### src/rtl/phy_pwr_ctl_reg.sv
module phy_pwr_ctl_reg #(
  parameter int AW = 8,
  parameter int DW = 8,
  parameter logic [5:0] A_LOAD = 6'h3D,
  parameter logic [DW-1:0] LIVE_MASK = 8'h0D
) (
  input  logic          clk,
  input  logic          rst_n,
  input  logic          acc_ext,
  input  logic          acc_wr,
  input  logic [AW-1:0] acc_addr,
  input  logic [DW-1:0] acc_wdata,
  output logic [DW-1:0] acc_rdata,
  input  logic          sess_valid_in,
  output logic          evt_valid,
  output logic          evt_alt_int,
  input  logic          evt_ack,
  output logic          psw_sel
);
  localparam logic [5:0] A_SET = A_LOAD + 6'd1;
  localparam logic [5:0] A_CLR = A_LOAD + 6'd2;
  localparam int B_FALL = 3;
  localparam int B_RISE = 2;
  localparam int B_PSW  = 0;

  logic [DW-1:0] ctl;
  logic [5:0]    loc;
  logic          reachable, is_load, is_set, is_clr, hit;
  logic          s1, s2, s3, rise, fall, trig;

  assign loc       = acc_addr[5:0];
  assign reachable = !acc_ext || (acc_addr[AW-1:6] == '0);
  assign is_load   = reachable && (loc == A_LOAD);
  assign is_set    = reachable && (loc == A_SET);
  assign is_clr    = reachable && (loc == A_CLR);
  assign hit       = is_load || is_set || is_clr;
  assign acc_rdata = hit ? ctl : '0;
  assign psw_sel   = ctl[B_PSW];

  always_ff @(posedge clk or negedge rst_n)
    if (!rst_n)                 ctl <= '0;
    else if (acc_wr && is_load) ctl <= acc_wdata & LIVE_MASK;
    else if (acc_wr && is_set)  ctl <= (ctl | acc_wdata) & LIVE_MASK;
    else if (acc_wr && is_clr)  ctl <= ctl & ~acc_wdata & LIVE_MASK;

  always_ff @(posedge clk or negedge rst_n)
    if (!rst_n) {s1, s2, s3} <= '0;
    else        {s1, s2, s3} <= {sess_valid_in, s1, s2};

  assign rise = s2 && !s3;
  assign fall = !s2 && s3;
  assign trig = (rise && ctl[B_RISE]) || (fall && ctl[B_FALL]);

  always_ff @(posedge clk or negedge rst_n)
    if (!rst_n) evt_valid <= 1'b0;
    else        evt_valid <= (evt_valid && !evt_ack) || trig;

  assign evt_alt_int = evt_valid;

  a_r6_reserved_zero: assert property (@(posedge clk) disable iff (!rst_n)
    (acc_rdata & ~LIVE_MASK) == '0);
  a_r7_far_ext_no_write: assert property (@(posedge clk) disable iff (!rst_n)
    (acc_wr && acc_ext && acc_addr[AW-1:6] != '0) |=> $stable(ctl));
  a_r8_rise_raises: assert property (@(posedge clk) disable iff (!rst_n)
    (rise && ctl[B_RISE]) |=> evt_valid);
  a_r9_fall_raises: assert property (@(posedge clk) disable iff (!rst_n)
    (fall && ctl[B_FALL]) |=> evt_valid);
  a_r11_hold_until_ack: assert property (@(posedge clk) disable iff (!rst_n)
    (evt_valid && !evt_ack) |=> evt_valid);
  a_r11_ack_drops: assert property (@(posedge clk) disable iff (!rst_n)
    (evt_valid && evt_ack && !trig) |=> !evt_valid);
  a_r11_no_spurious: assert property (@(posedge clk) disable iff (!rst_n)
    (!evt_valid && !trig) |=> !evt_valid);
  a_r13_psw_tracks: assert property (@(posedge clk) disable iff (!rst_n)
    psw_sel == ctl[B_PSW]);
endmodule

### config.mk
export PLATFORM = sky130hd
export DESIGN_NAME = phy_pwr_ctl_reg
export DESIGN_NICKNAME = d
export VERILOG_FILES = /design/src/rtl/phy_pwr_ctl_reg.sv
export SDC_FILE = /design/constraint.sdc
export NUM_CORES = 1
export LEC_CHECK = 0
export BUFFER_PORTS_ARGS = -buffer_cell sky130_fd_sc_hd__buf_2
export CORE_AREA = 2 2 39 41
export DETAILED_ROUTE_END_ITERATION = 7
export DIE_AREA = 0 0 41 43
export PLACE_DENSITY = 0.75
export SKIP_CTS_REPAIR_TIMING = 1
export SYNTH_ARGS = -nofsm -noshare
export SYNTH_HDL_FRONTEND = slang
export SYNTH_SLANG_ARGS = --single-unit
### constraint.sdc
create_clock -name clk -period 0.9 [get_ports clk]
set_input_delay 0.09 -clock clk [delete_from_list [all_inputs] [get_ports clk]]
set_output_delay 0.09 -clock clk [all_outputs]
set_load 0.01 [all_outputs]
==> impl_metrics.ini <==
[power_and_ir_drop]
switching_share_pct = 25.6
ir_drop_v = 0.000419
power.density_nw_per_um2 = 1520
p_comb_share_pct = 23.6
leakage_nw = 0.313
seq_power_share_pct = 44.5
p_int_mw = 0.640
clockPowerShare_pct = 31.8
net-switching-power_mw = 0.221

[worst_setup_path]
crit_family = flip-flops
crit_type = reg -> out
critPathRequiredTime_ns = 0.81
crit_slowest_cell = dfrtp_1
worstPathMaxFanout = 3
critPathCaptureType = output port
path_buf_inv = 1
startpoint_type = register
max_stage_delay_ns = 0.40
worstPathArrival_ns = 0.93
path_cells = and3_1, buf_2

[yosys]
synth_common_cells = dfrtp_1, buf_4
ys_async_sr_fraction_pct = 100
yosysTopAreaCell = dfrtp_1
yosysWarnings = 0
synthesis.instances = 36
synth.most_common_cell = dfrtp_1
seq_area_frac_synth_pct = 44.7
synth.top_cells.by_area = dfrtp_1, buf_4, a22o_1, o2111ai_1, and4_4
netlist_area_um2 = 392
synth_cell_types = 16
synth_top_area_share_pct = 44.7
synth-seq-cells = 7
avgSynthCellArea_um2 = 10.9
synth_top_flop_cell = dfrtp_1
synth_edf_count = 0

[place]
place_area_um2 = 492
port_buffers = 22
place_congestion = 0.744

[clock_network]
cts_sinks = 7
cts_root_buf = clkbuf_4
clockBufferDepth = 2
cts_tree = yes
clk_pin_slew_ns = 0.05
numCtsBuffers = 3
htreeDepth = 1
clkLatencyLatePin_ns = 0.24

[global_routing]
grt_max_degree = 8
antenna_found_initial = 0
gr-usage-all-layers_pct = 11.4
overflow = 0
grt_pass1_vias = 357
grt_pass1_wl_um = 1310

[sta]
post-route-min-period_ns = 1.02
tns_ns = -0.321
hold_viol_final = 0
setup_violations = 3
clock_skew_ns = 0.00228
maxSlewViolCount = 0
setup_slack_ns = -0.117
fmax_mhz = 983
rsz0062_at_grt = yes
fin_crit_sh_pct = 113

[status]
violations = setup timing
outcome = finished with violations

[min_path]
hold_class = in -> reg

[floorplanning]
initial_utilization_pct = 28.3
die_w_um = 41
core_um2 = 1380
io_pins = 33
dieArea_um2 = 1760
fp.dieH_um = 43
row_count = 14

[routing]
drt_first_pass_iters = 3
drt-initial-drc-count = 1
post_drt_wl_per_cell_um = 10.3
routed_wl_um = 837
via_count = 368
drc = 0
antenna_left = 0
vias_per_cell = 4.54

[flow_run]
max-cap-violations = 0

[layout]
nets = 88
final_layout_size_suffix_gt1_share_pct = 50.8
area_growth_pct = 44.7
fin_area_um2 = 567
num_antenna_cells = 0
cells by family after synthesis:
group	synth area share, %
xor+xnor	2.24
buf+inv	14.4
other cells	0.958
flops	44.7
compound gates	21.1
simple gates	16.6
per-stage QoR:
stage                     hold WS, ns  utilization (%)  power [mW]  cells  setup WS [ns]
after global routing           0.0829             41.0       0.940     81         -0.158
final                          0.0893             41.0       0.861     81         -0.117
after CTS                      -0.343             37.4       0.826     76         -0.132
after global placement        -0.0761             35.5       0.534     72        -0.0419
after floorplan                -0.206                -       0.480     40          0.128
after detailed placement      -0.0730             35.5       0.542     72        -0.0396
per-layer routing:
metal	wire length, um	track usage [%]
met1	318	10.5
met2	435	19.4
met3	83	3.66
met4	0	8.00
met5	0	0
final cells by class:
class | count | area, um^2
flip-flops and latches | 7 | 175
clock buffers | 4 | 26.3
repair buffers | 27 | 159
multi-input cells | 24 | 175
well taps | 16 | 20.0
inverters | 3 | 11.3
fillers | 150 | 817
final timing paths:
path / from / endpoint / slack, ns / cells past startpoint
worst min-delay path: acc_wdata[2] / register / 0.09 / 2
worst max register to register: register / evt_alt_int / 0.03 / 3
min in group asynchronous: rst_n / async pin / 0.20 / 2
max in group asynchronous: rst_n / s3 / 0.55 / 2
worst max-delay path: register / acc_rdata[3] / -0.12 / 2
worst min register to register: s1 / s2 / 0.35 / 0
power groups by stage:
stage,registers (mW),clock network (mW),logic (mW)
2_1_floorplan,0.387,0,0.0925
3_3_place_gp,0.387,0,0.148
3_5_place_dp,0.390,0,0.152
4_1_cts,0.385,0.289,0.152
5_1_grt,0.390,0.323,0.227
6_report,0.384,0.274,0.203
placed cells by master (no fill, tap or decap), drive strengths merged:
master	synthesis	routed
buf	6	25
dfrtp	7	7
conb	1	5
clkbuf	0	4
and3	3	3
inv	3	3
o2111ai	3	3
a22o	3	3
and4	2	2
dlygate4sd3	0	2
o21ai	2	2
and2	2	2
or2	1	1
nand2	1	1
a32oi	1	1
xor2	1	1
No activity file was read; power rests on OpenSTA's default activity.
